===== src/rtl/qdec_pkg.sv =====
package qdec_pkg;

  typedef enum logic [3:0] {
    A_CTL     = 4'd0,
    A_STAT    = 4'd1,
    A_IEN     = 4'd2,
    A_WDT     = 4'd3,
    A_INIT_HI = 4'd4,
    A_INIT_LO = 4'd5,
    A_MOD_HI  = 4'd6,
    A_MOD_LO  = 4'd7,
    A_CMP_HI  = 4'd8,
    A_CMP_LO  = 4'd9,
    A_POS_HI  = 4'd10,
    A_POS_LO  = 4'd11,
    A_REV     = 4'd12,
    A_POSH_HI = 4'd13,
    A_POSH_LO = 4'd14,
    A_REVH    = 4'd15
  } qd_addr_e;

  // control bit positions
  localparam int C_HOME_EN    = 0;
  localparam int C_HOME_FALL  = 1;
  localparam int C_IDX_EN     = 2;
  localparam int C_IDX_FALL   = 3;
  localparam int C_REVERSE    = 4;
  localparam int C_SINGLE     = 5;
  localparam int C_WD_EN      = 6;
  localparam int C_MOD_EN     = 7;
  localparam int C_REV_ON_MOD = 8;
  localparam int C_MATCH_RD   = 9;
  localparam int C_SW_LOAD    = 10;
  localparam int CTL_W        = 10;

  // sticky flag positions
  localparam int F_HOME    = 0;
  localparam int F_IDX     = 1;
  localparam int F_WDOG    = 2;
  localparam int F_CMP     = 3;
  localparam int F_SIMUL   = 4;
  localparam int F_ROLL_OV = 5;
  localparam int F_ROLL_UN = 6;
  localparam int NFLAG     = 7;

  localparam int NTRIG = 2;

  typedef struct packed {
    logic up;
    logic dn;
    logic simul;
    logic moved;
  } qd_step_t;

endpackage


===== src/rtl/qdec_phase_decode.sv =====
module qdec_phase_decode
  import qdec_pkg::*;
(
  input  logic     clk,
  input  logic     rst_n,
  input  logic     phase_a,
  input  logic     phase_b,
  input  logic     single_mode,
  input  logic     reverse,
  output qd_step_t step
);

  logic [1:0] ab_q, ab_prev;
  logic [1:0] bin_q, bin_p, delta;
  logic       a_rise, raw_up, raw_dn;

  always_ff @(posedge clk or negedge rst_n) begin
    if (!rst_n) begin
      ab_q    <= 2'b00;
      ab_prev <= 2'b00;
    end else begin
      ab_q    <= {phase_a, phase_b};
      ab_prev <= ab_q;
    end
  end

  always_comb begin
    bin_q  = {ab_q[1], ab_q[1] ^ ab_q[0]};
    bin_p  = {ab_prev[1], ab_prev[1] ^ ab_prev[0]};
    delta  = bin_q - bin_p;
    a_rise = ab_q[1] & ~ab_prev[1] & (delta != 2'd2);
    if (single_mode) begin
      raw_up = a_rise & ~ab_q[0];
      raw_dn = a_rise & ab_q[0];
    end else begin
      raw_up = (delta == 2'd1);
      raw_dn = (delta == 2'd3);
    end
    step.up    = reverse ? raw_dn : raw_up;
    step.dn    = reverse ? raw_up : raw_dn;
    step.simul = (delta == 2'd2);
    step.moved = (ab_q != ab_prev);
  end

  // a two-bit jump never counts, and counts never go both ways
  a_r3_no_count_on_jump: assert property (@(posedge clk) disable iff (!rst_n)
    $onehot0({step.up, step.dn, step.simul}));

  // any count implies the sampled phases moved since the last sample
  a_r2_count_needs_move: assert property (@(posedge clk) disable iff (!rst_n)
    (step.up || step.dn) |-> step.moved);

endmodule


===== src/rtl/qdec_edge_trig.sv =====
module qdec_edge_trig (
  input  logic clk,
  input  logic rst_n,
  input  logic sig_in,
  input  logic arm,
  input  logic on_fall,
  output logic evt
);

  logic s_q, s_prev;

  always_ff @(posedge clk or negedge rst_n) begin
    if (!rst_n) begin
      s_q    <= 1'b0;
      s_prev <= 1'b0;
    end else begin
      s_q    <= sig_in;
      s_prev <= s_q;
    end
  end

  always_comb begin
    evt = arm & (on_fall ? (~s_q & s_prev) : (s_q & ~s_prev));
  end

endmodule


===== src/rtl/qdec_watchdog.sv =====
module qdec_watchdog #(
  parameter int CW = 16
) (
  input  logic          clk,
  input  logic          rst_n,
  input  logic          enable,
  input  logic [CW-1:0] timeout,
  input  logic          moved,
  output logic          fire
);

  logic [CW-1:0] cnt_q, cnt_n, cnt_inc;
  logic          idle;

  always_comb begin
    cnt_inc = cnt_q + CW'(1);
    idle    = enable & ~moved & (timeout != '0);
    fire    = idle & (cnt_inc == timeout);
    if (!idle || fire) cnt_n = '0;
    else               cnt_n = cnt_inc;
  end

  always_ff @(posedge clk or negedge rst_n) begin
    if (!rst_n) cnt_q <= '0;
    else        cnt_q <= cnt_n;
  end

  // a phase change always restarts the idle window
  a_r11_move_restarts: assert property (@(posedge clk) disable iff (!rst_n)
    moved |=> (cnt_q == '0));

endmodule


===== src/rtl/qdec_poscnt.sv =====
module qdec_poscnt
  import qdec_pkg::*;
#(
  parameter int DW    = 16,
  parameter int REV_W = 16
) (
  input  logic          clk,
  input  logic          rst_n,
  input  logic          phase_a,
  input  logic          phase_b,
  input  logic          home_in,
  input  logic          index_in,
  input  logic [3:0]    bus_addr,
  input  logic          bus_wr,
  input  logic          bus_rd,
  input  logic [DW-1:0] bus_wdata,
  output logic [DW-1:0] bus_rdata,
  output logic          pos_match,
  output logic          irq
);

  localparam int PW = 2 * DW;

  // reset: asynchronous assert, synchronous release
  logic [1:0] rs_q;
  logic       rst_i;

  always_ff @(posedge clk or negedge rst_n) begin
    if (!rst_n) rs_q <= 2'b00;
    else        rs_q <= {rs_q[0], 1'b1};
  end
  assign rst_i = rs_q[1];

  // state
  logic [CTL_W-1:0] ctl_q, ctl_n;
  logic [NFLAG-1:0] ien_q, ien_n, flags_q, flags_n, flag_set, flag_clr;
  logic [DW-1:0]    wdt_q, wdt_n;
  logic [PW-1:0]    init_q, init_n, mod_q, mod_n, cmp_q, cmp_n;
  logic [PW-1:0]    pos_q, pos_n, posh_q, posh_n;
  logic [REV_W-1:0] rev_q, rev_n, revh_q, revh_n;
  logic             dir_q, dir_n, rdm_q, rdm_n;

  qd_step_t         step;
  logic [NTRIG-1:0] trig_sig, trig_arm, trig_fall, trig_evt;
  logic             home_evt, idx_evt, wd_fire;
  logic             sw_load, load, rd_cnt, cmp_eq, roll_ov, roll_un;

  qdec_phase_decode u_dec (
    .clk         (clk),
    .rst_n       (rst_i),
    .phase_a     (phase_a),
    .phase_b     (phase_b),
    .single_mode (ctl_q[C_SINGLE]),
    .reverse     (ctl_q[C_REVERSE]),
    .step        (step)
  );

  assign trig_sig  = {index_in, home_in};
  assign trig_arm  = {ctl_q[C_IDX_EN], ctl_q[C_HOME_EN]};
  assign trig_fall = {ctl_q[C_IDX_FALL], ctl_q[C_HOME_FALL]};

  for (genvar gi = 0; gi < NTRIG; gi++) begin : g_trig
    qdec_edge_trig u_trig (
      .clk     (clk),
      .rst_n   (rst_i),
      .sig_in  (trig_sig[gi]),
      .arm     (trig_arm[gi]),
      .on_fall (trig_fall[gi]),
      .evt     (trig_evt[gi])
    );
  end

  assign home_evt = trig_evt[0];
  assign idx_evt  = trig_evt[1];

  qdec_watchdog #(.CW(DW)) u_wdog (
    .clk     (clk),
    .rst_n   (rst_i),
    .enable  (ctl_q[C_WD_EN]),
    .timeout (wdt_q),
    .moved   (step.moved),
    .fire    (wd_fire)
  );

  // configuration writes
  always_comb begin
    ctl_n  = ctl_q;
    ien_n  = ien_q;
    wdt_n  = wdt_q;
    init_n = init_q;
    mod_n  = mod_q;
    cmp_n  = cmp_q;
    if (bus_wr) begin
      case (bus_addr)
        A_CTL:     ctl_n          = bus_wdata[CTL_W-1:0];
        A_IEN:     ien_n          = bus_wdata[NFLAG-1:0];
        A_WDT:     wdt_n          = bus_wdata;
        A_INIT_HI: init_n[PW-1:DW] = bus_wdata;
        A_INIT_LO: init_n[DW-1:0]  = bus_wdata;
        A_MOD_HI:  mod_n[PW-1:DW]  = bus_wdata;
        A_MOD_LO:  mod_n[DW-1:0]   = bus_wdata;
        A_CMP_HI:  cmp_n[PW-1:DW]  = bus_wdata;
        A_CMP_LO:  cmp_n[DW-1:0]   = bus_wdata;
        default: ;
      endcase
    end
  end

  // counting, wrap, revolution
  always_comb begin
    sw_load = bus_wr && (bus_addr == A_CTL) && bus_wdata[C_SW_LOAD];
    load    = sw_load | home_evt | idx_evt;
    rd_cnt  = bus_rd && ((bus_addr == A_POS_HI) || (bus_addr == A_POS_LO) ||
                         (bus_addr == A_REV));
    roll_ov = 1'b0;
    roll_un = 1'b0;
    pos_n   = pos_q;
    dir_n   = dir_q;

    if (load) begin
      pos_n = init_q;
    end else if (step.up) begin
      if (ctl_q[C_MOD_EN] && (pos_q == mod_q)) begin
        pos_n   = init_q;
        roll_ov = 1'b1;
      end else begin
        pos_n = pos_q + PW'(1);
      end
    end else if (step.dn) begin
      if (ctl_q[C_MOD_EN] && (pos_q == init_q)) begin
        pos_n   = mod_q;
        roll_un = 1'b1;
      end else begin
        pos_n = pos_q - PW'(1);
      end
    end
    if (step.up)      dir_n = 1'b1;
    else if (step.dn) dir_n = 1'b0;

    rev_n = rev_q;
    if (ctl_q[C_REV_ON_MOD]) begin
      if (roll_ov)      rev_n = rev_q + REV_W'(1);
      else if (roll_un) rev_n = rev_q - REV_W'(1);
    end else if (idx_evt) begin
      rev_n = dir_q ? rev_q + REV_W'(1) : rev_q - REV_W'(1);
    end

    posh_n = rd_cnt ? pos_q : posh_q;
    revh_n = rd_cnt ? rev_q : revh_q;
    rdm_n  = rd_cnt;
  end

  // sticky flags
  always_comb begin
    cmp_eq = (pos_q == cmp_q);
    flag_set = '0;
    flag_set[F_HOME]    = home_evt;
    flag_set[F_IDX]     = idx_evt;
    flag_set[F_WDOG]    = wd_fire;
    flag_set[F_CMP]     = cmp_eq;
    flag_set[F_SIMUL]   = step.simul;
    flag_set[F_ROLL_OV] = roll_ov;
    flag_set[F_ROLL_UN] = roll_un;
    flag_clr = (bus_wr && (bus_addr == A_STAT)) ? bus_wdata[NFLAG-1:0] : '0;
    flags_n  = (flags_q & ~flag_clr) | flag_set;
  end

  always_ff @(posedge clk or negedge rst_i) begin
    if (!rst_i) begin
      ctl_q   <= '0;
      ien_q   <= '0;
      wdt_q   <= '0;
      init_q  <= '0;
      mod_q   <= '0;
      cmp_q   <= '1;
      pos_q   <= '0;
      posh_q  <= '0;
      rev_q   <= '0;
      revh_q  <= '0;
      flags_q <= '0;
      dir_q   <= 1'b0;
      rdm_q   <= 1'b0;
    end else begin
      ctl_q   <= ctl_n;
      ien_q   <= ien_n;
      wdt_q   <= wdt_n;
      init_q  <= init_n;
      mod_q   <= mod_n;
      cmp_q   <= cmp_n;
      pos_q   <= pos_n;
      posh_q  <= posh_n;
      rev_q   <= rev_n;
      revh_q  <= revh_n;
      flags_q <= flags_n;
      dir_q   <= dir_n;
      rdm_q   <= rdm_n;
    end
  end

  // outputs
  always_comb begin
    pos_match = ctl_q[C_MATCH_RD] ? rdm_q : cmp_eq;
    irq       = |(flags_q & ien_q);
    case (bus_addr)
      A_CTL:     bus_rdata = DW'(ctl_q);
      A_STAT:    bus_rdata = DW'({dir_q, flags_q});
      A_IEN:     bus_rdata = DW'(ien_q);
      A_WDT:     bus_rdata = wdt_q;
      A_INIT_HI: bus_rdata = init_q[PW-1:DW];
      A_INIT_LO: bus_rdata = init_q[DW-1:0];
      A_MOD_HI:  bus_rdata = mod_q[PW-1:DW];
      A_MOD_LO:  bus_rdata = mod_q[DW-1:0];
      A_CMP_HI:  bus_rdata = cmp_q[PW-1:DW];
      A_CMP_LO:  bus_rdata = cmp_q[DW-1:0];
      A_POS_HI:  bus_rdata = pos_q[PW-1:DW];
      A_POS_LO:  bus_rdata = pos_q[DW-1:0];
      A_REV:     bus_rdata = DW'(rev_q);
      A_POSH_HI: bus_rdata = posh_q[PW-1:DW];
      A_POSH_LO: bus_rdata = posh_q[DW-1:0];
      A_REVH:    bus_rdata = DW'(revh_q);
      default:   bus_rdata = '0;
    endcase
  end

  // a software load command places the initial value on the next edge
  a_r9_sw_load: assert property (@(posedge clk) disable iff (!rst_i)
    sw_load |=> (pos_q == $past(init_q)));

  // an event always leaves its flag set, even against a clear
  a_r12_set_wins: assert property (@(posedge clk) disable iff (!rst_i)
    (|flag_set) |=> ((flags_q & $past(flag_set)) == $past(flag_set)));

  // a counter read freezes the position into the hold register
  a_r14_hold_capture: assert property (@(posedge clk) disable iff (!rst_i)
    rd_cnt |=> (posh_q == $past(pos_q)));

  // upward crossing of the modulus lands on the initial value
  a_r8_wrap_up: assert property (@(posedge clk) disable iff (!rst_i)
    (ctl_q[C_MOD_EN] && step.up && !load && (pos_q == mod_q)) |=>
      (pos_q == $past(init_q)));

  // the watchdog timeout raises its flag
  a_r11_wdog_flag: assert property (@(posedge clk) disable iff (!rst_i)
    wd_fire |=> flags_q[F_WDOG]);

  // in read-match mode the output only follows a counter read
  a_r10_match_on_read: assert property (@(posedge clk) disable iff (!rst_i)
    (ctl_q[C_MATCH_RD] && pos_match) |-> $past(rd_cnt));

endmodule


===== config.mk =====
export PLATFORM = sky130hd
export DESIGN_NAME = qdec_poscnt
export DESIGN_NICKNAME = d
export VERILOG_FILES = /design/src/rtl/qdec_pkg.sv /design/src/rtl/qdec_phase_decode.sv /design/src/rtl/qdec_edge_trig.sv /design/src/rtl/qdec_watchdog.sv /design/src/rtl/qdec_poscnt.sv
export SDC_FILE = /design/constraint.sdc
export NUM_CORES = 1
export LEC_CHECK = 0
export BUFFER_PORTS_ARGS = -buffer_cell sky130_fd_sc_hd__buf_2
export CORE_MARGIN = 4
export CORE_UTILIZATION = 45
export DETAILED_ROUTE_END_ITERATION = 6
export SKIP_LAST_GASP = 1
export SLEW_MARGIN = 20
export SYNTH_ARGS = -nofsm -noshare
export SYNTH_HDL_FRONTEND = slang
export SYNTH_SLANG_ARGS = --single-unit
export TNS_END_PERCENT = 10

===== constraint.sdc =====
create_clock -name clk -period 7.1 [get_ports clk]
set_input_delay 1.42 -clock clk [delete_from_list [all_inputs] [get_ports clk]]
set_output_delay 1.42 -clock clk [all_outputs]
set_load 0.05 [all_outputs]

==> results of run 1 <==
[sequential cells by signal, summed over array words and instances (netlist names), 7 cells and up]
signal	flops
cmp_q	32
init_q	32
mod_q	32
pos_q	32
posh_q	32
rev_q	16
revh_q	16
u_wdog.cnt_q	16
wdt_q	16
ctl_q	10
flags_q	7
ien_q	7
[worst max path at each step]
stage / from / slack (ns) / endpoint
CTS: bus_addr[0] / 1.95 / bus_rdata[3]
global route: bus_addr[2] / 1.97 / bus_rdata[3]
floorplan: bus_addr[2] / 1.98 / bus_rdata[8]
finish: bus_addr[2] / 1.98 / bus_rdata[3]
global placement: bus_addr[0] / 2.01 / bus_rdata[3]
detailed placement: bus_addr[0] / 1.98 / bus_rdata[3]
[critical path: cells and delay by family]
family	cells	cell delay [ns]
AOI/OAI and AO/OA	2	0.34
buffers and inverters	3	0.81
and+or+nand+nor	3	1.11
[report_power, final]
group	leakage, nW	switching (mW)	total (mW)	internal (mW)
combinational	3.11	1.11	2.04	0.921
clock	0.553	0.680	1.81	1.13
sequential	3.13	0.931	2.88	1.95
total	6.79	2.73	6.72	3.99
[final cells by class]
| cell class | count | area share (%) |
|---|---|---|
| Timing Repair Buffer | 78 | 2.84 |
| Multi-Input combinational cell | 1113 | 48.4 |
| Clock buffer | 33 | 4.58 |
| Inverter | 15 | 0.330 |
| Tap cell | 448 | 3.28 |
| Clock inverter | 22 | 2.25 |
| Sequential cell | 260 | 38.3 |
[kinds of logic (layout without fill, tap and decap cells)]
logic type / Yosys count / count (layout) / share of synthesized area (%)
AOI/OAI and AO/OA: 306 / 306 / 14.1
xor gates and xnor gates: 183 / 183 / 10.6
adders and majority gates: 7 / 7 / 0.571
buffers and inverters: 129 / 148 / 3.66
DFF: 260 / 260 / 42.7
muxes: 184 / 184 / 13.5
other: 1 / 1 / 0.0245
and+or+nand+nor: 432 / 432 / 14.8
[synth_stat cells (5+ instances only)]
library cell  count  area, um^2
a211oi_1          6        45.0
a21oi_1          63         315
a221o_1           6        60.1
a221oi_1         15         131
a222oi_1         13         130
a22o_1           13         114
a22oi_1          76         571
a31oi_1           8        50.1
and3_1           18         113
and4_1            6        52.6
buf_1            10        37.5
buf_2            19        95.1
clkbuf_1         77         289
dfrtp_1         228        5710
dfstp_2          32         841
ha_1              7        87.6
inv_1            15        56.3
mux2_2          177        1990
mux2i_1           7        70.1
nand2_1          93         349
nand2b_1          6        37.5
nand3_1          42         210
nand4_1          46         288
nor2_1           95         357
nor3_1           30         150
nor4_1           30         188
o211ai_1          7        52.6
o21ai_0          36         180
o22a_1            5        43.8
o22ai_1          15        93.8
o32ai_1           9        78.8
or2_2             8        50.1
or3_1             9        56.3
or4_1            17         128
xnor2_1         104         911
xor2_1           77         674
[metal layers]
layer  vias to the layer above  GRT usage [%]  wire length [um]
met5                         -              0                17
met4                         2           9.00              1990
met3                       132           5.01              4970
met2                       719           45.8             25000
met1                      6604           42.7             23300
li1                       5580              -                 -
==> impl_metrics.env, run 1 <==
export IMPL_cts_resized=0
export IMPL_cts_tree="done"
export IMPL_crit_top_cell="buf_2"
export IMPL_ys_seq_elements=260
export IMPL_place_congestion=0.955
export IMPL_ys_flop_type="dfrtp_1"
export IMPL_postCtsSetupBuffers=0
export IMPL_die_w_um=193
export IMPL_cts_buffer_depth=3
export IMPL_finalHoldViolCount=0
export IMPL_r2r_slack_ns=3.20
export IMPL_synth_nets=1537
export IMPL_ys_seq_area_share_pct=42.7
export IMPL_endpoint_kind="output pin"
export IMPL_slowest_stage="nor3_2"
export IMPL_cts_sinks=260
export IMPL_grt_pass1_vias=12600
export IMPL_clock_skew_ns=0.0248
export IMPL_clockRootBuffer="clkbuf_16"
export IMPL_drv_slew=0
export IMPL_fin_crit_ns=5.12
export IMPL_ys_types=78
export IMPL_core_area_mm2=0.0335
export IMPL_grt_max_degree=162
export IMPL_worst_pin_slew_ns=1.13
export IMPL_numCtsBuffers=30
export IMPL_drt_wirelength_per_cell_um=28.1
export IMPL_postLayoutCellArea_mm2=0.0171
export IMPL_final_util_pct=51.0
export IMPL_io_pins=46
export IMPL_grt_use_total_pct=29.6
export IMPL_cts_htree_levels=1
export IMPL_die_y_um=193
export IMPL_clkSlewWorstSetupHoldPaths_ns=0.06
export IMPL_ir_drop_uv=313
export IMPL_crit_fanout=10
export IMPL_postSynthAreaPerCell_um2=10.2
export IMPL_worstHoldPathType="flop to asynchronous set/reset pin"
export IMPL_placed_area_mm2=0.0159
export IMPL_slew_headroom_pct=24.8
export IMPL_netlist_area_mm2=0.0153
export IMPL_worstSkewPairLatency_ns=0.59
export IMPL_fillers=3124
export IMPL_gr_total_overflow=0
export IMPL_postSynthCellCount=1502
export IMPL_ys_async_sr_fraction_pct=100
export IMPL_first_pass_iters=6
export IMPL_crit_type="primary input to output pin"
export IMPL_num_vias=13000
export IMPL_finalCritPeriodShare_pct=72.1
export IMPL_worstPathArrival_ns=3.70
export IMPL_drive_above_1_share_pct=24.5
export IMPL_regArea_mm2=0.00655
export IMPL_grt_pass1_wl_mm=82.8
export IMPL_cp_required_ns=5.68
export IMPL_cts_hold_buffers=0
export IMPL_dp_slack_ns=1.98
export IMPL_synth_edf_count=0
export IMPL_nets=1533
export IMPL_dieArea_mm2=0.0371
export IMPL_cp_cell_sequence="buf_2, nand2b_1, nor3_2, buf_4, a22oi_1, and3_1, a41oi_1, buf_2"
export IMPL_status="finished, final reports clean"
export IMPL_rsz0062_at_grt="false"
export IMPL_tns_ns=0
export IMPL_max_freq_ghz=0.195
export IMPL_yosys_warnings=0
export IMPL_final_cell_mix="dfrtp_1 (227), mux2_2 (177), xnor2_1 (104)"
export IMPL_layout_cells_non_filler=1969
export IMPL_avgViaCountPerCell=6.62
export IMPL_hold_ws_ns=0.340
export IMPL_timing_final_ws_setup_ns=1.98
export IMPL_setup_viol=0
export IMPL_area_growth_pct=11.5
export IMPL_antenna_left=0
export IMPL_p_leak_nw=6.79
export IMPL_drtIter0Drc=1636
export IMPL_placed_cells=1914
export IMPL_num_rows=67
export IMPL_maxCapViolations=0
export IMPL_power_mw=6.72
export IMPL_crit_path_max_incr_delay_ns=0.71
export IMPL_final_common_cell="dfrtp_1"
export IMPL_start_util_pct=45.7
export IMPL_r2r_end="pos_q[13]$_DFFE_PN0P_"
export IMPL_drt_wl_total_mm=55.3
export IMPL_diodes=0
export IMPL_drc=0
export IMPL_r2r_start="pos_q[5]$_DFFE_PN0P_"
export IMPL_port_buffers=45
export IMPL_multi_input_area_mm2=0.00827
export IMPL_powerDensity_mw_per_mm2=393
export IMPL_hpwl_mm=39.3
export IMPL_cp_start_kind="primary input"
export IMPL_antenna_found_initial=1
export IMPL_r2r_cells=7
Power figures use the tool's default switching activity.
==> run 2: changes to the inputs <==
clock period = 4.24 ns   (was 7.1 ns; I/O delays follow)
==> run 2 against run 1 <==
Sequential share of layout area about the same. Die area is the same. Sequential cell count unchanged. Via count down 0.17%. First-iteration DRC count up 13%. Clock power rose by 48%. Count of clock-buffer cells in the layout increased by 11. Wire length decreased by 1.3%. Clock skew rose by 0.010 ns. Register-to-register slack worse by 2.4 ns. Critical path type is now flop to output pin. Critical endpoint is now pos_match. Largest power group unchanged.
==> impl_metrics.env, run 2 (synthesized netlist as in run 1, its figures left out) <==
export IMPL_status="finished, final reports clean"
export IMPL_drc=0
export IMPL_worstHoldPathType="primary input to asynchronous set/reset pin"
export IMPL_io_pins=46
export IMPL_cts_tree="done"
export IMPL_antenna_left=0
export IMPL_clockRootBuffer="clkbuf_16"
export IMPL_cts_sinks=260
export IMPL_endpoint_kind="output pin"
export IMPL_cp_required_ns=3.39
export IMPL_timing_final_ws_setup_ns=0.567
export IMPL_drive_above_1_share_pct=24.9
export IMPL_slew_headroom_pct=32.0
export IMPL_grt_use_total_pct=29.2
export IMPL_nets=1552
export IMPL_worst_pin_slew_ns=1.02
export IMPL_cts_resized=0
export IMPL_drt_wl_total_mm=54.6
export IMPL_grt_max_degree=93
export IMPL_diodes=0
export IMPL_cp_cell_sequence="xnor2_1, nand4_1, nor4_1, nand2_1, o21ai_0, buf_2"
export IMPL_place_congestion=0.933
export IMPL_powerDensity_mw_per_mm2=641
export IMPL_core_area_mm2=0.0335
export IMPL_port_buffers=45
export IMPL_grt_pass1_wl_mm=81.8
export IMPL_clock_skew_ns=0.0350
export IMPL_num_vias=13000
export IMPL_fin_crit_ns=3.67
export IMPL_maxCapViolations=0
export IMPL_numCtsBuffers=30
export IMPL_crit_path_max_incr_delay_ns=0.60
export IMPL_die_w_um=193
export IMPL_start_util_pct=45.7
export IMPL_max_freq_ghz=0.272
export IMPL_ir_drop_uv=399
export IMPL_hpwl_mm=39.2
export IMPL_final_cell_mix="dfrtp_1 (227), mux2_2 (177), xnor2_1 (104)"
export IMPL_worstSkewPairLatency_ns=0.59
export IMPL_first_pass_iters=7
export IMPL_gr_total_overflow=0
export IMPL_clkSlewWorstSetupHoldPaths_ns=0.06
export IMPL_crit_fanout=10
export IMPL_placed_area_mm2=0.0161
export IMPL_rsz0062_at_grt="false"
export IMPL_postCtsSetupBuffers=0
export IMPL_cp_top_family="simple AND/OR/NAND/NOR gates"
export IMPL_setup_viol=0
export IMPL_cp_start_kind="flop"
export IMPL_cts_hold_buffers=0
export IMPL_slowest_stage="dfrtp_1"
export IMPL_area_growth_pct=11.6
export IMPL_path_buf_inv=1
export IMPL_finalCritPeriodShare_pct=86.6
export IMPL_dieArea_mm2=0.0371
export IMPL_avgViaCountPerCell=6.54
export IMPL_cts_htree_levels=1
export IMPL_crit_type="flop to output pin"
export IMPL_die_y_um=193
export IMPL_worstPathArrival_ns=2.82
export IMPL_drtIter0Drc=1852
export IMPL_finalHoldViolCount=0
export IMPL_final_common_cell="dfrtp_1"
export IMPL_num_rows=67
export IMPL_antenna_found_initial=1
export IMPL_tns_ns=0
export IMPL_drt_wirelength_per_cell_um=27.5
export IMPL_postLayoutCellArea_mm2=0.0171
export IMPL_cts_buffer_depth=3
export IMPL_hold_ws_ns=0.0372
export IMPL_drv_slew=0
export IMPL_final_util_pct=51.0
export IMPL_grt_pass1_vias=12300
export IMPL_p_leak_nw=6.83
export IMPL_dp_slack_ns=0.746
[run 2: final timing paths]
| path | slack, ns | depth (start not counted) | endpoint | start |
|---|---|---|---|---|
| max | 0.57 | 6 | pos_match | pos_q[29]$_DFFE_PN0P_ |
| min | 0.04 | 1 | rs_q[1]$_DFF_PN0_ | rst_n |
| max reg2reg | 0.79 | 9 | pos_q[26]$_DFFE_PN0P_ | pos_q[30]$_DFFE_PN0P_ |
| min reg2reg | 0.35 | 0 | rs_q[1]$_DFF_PN0_ | rs_q[0]$_DFF_PN0_ |
| max in group asynchronous | 2.65 | 1 | pos_q[25]$_DFFE_PN0P_ | rs_q[1]$_DFF_PN0_ |
| min in group clk | 0.35 | 0 | rs_q[1]$_DFF_PN0_ | rs_q[0]$_DFF_PN0_ |
[run 2: through the flow]
stage,power [mW],cells
2_1_floorplan,6.77,1502
3_3_place_gp,8.12,1933
3_5_place_dp,8.17,1933
4_1_cts,10.9,1989
5_1_grt,11.4,1989
6_report,11.0,1989
[run 2: area by class of cell]
cell class	count	area, um^2
multi-input combinational	1113	8260
timing repair buffer	97	641
clock inverter	12	155
tap	448	561
fill	3139	16400
sequential	260	6550
inverter	15	56.3
clock buffer	44	873
[run 2: report_power, final]
group / internal, mW / total (mW) / switching (mW)
Clock: 1.56 / 2.68 / 1.12
Combinational: 1.59 / 3.60 / 2.01
Sequential: 3.26 / 4.68 / 1.42
[run 2: metal layers]
metal / up-vias / share of wire (%) / routed length [um] / track usage [%]
met1: 6539 / 42 / 23200 / 42.5
met2: 724 / 45 / 24400 / 45.2
met3: 135 / 9.0 / 4930 / 4.21
met4: 0 / 3.9 / 2150 / 9.35
li1: 5617 / - / - / -
met5: - / 0 / 0 / 0
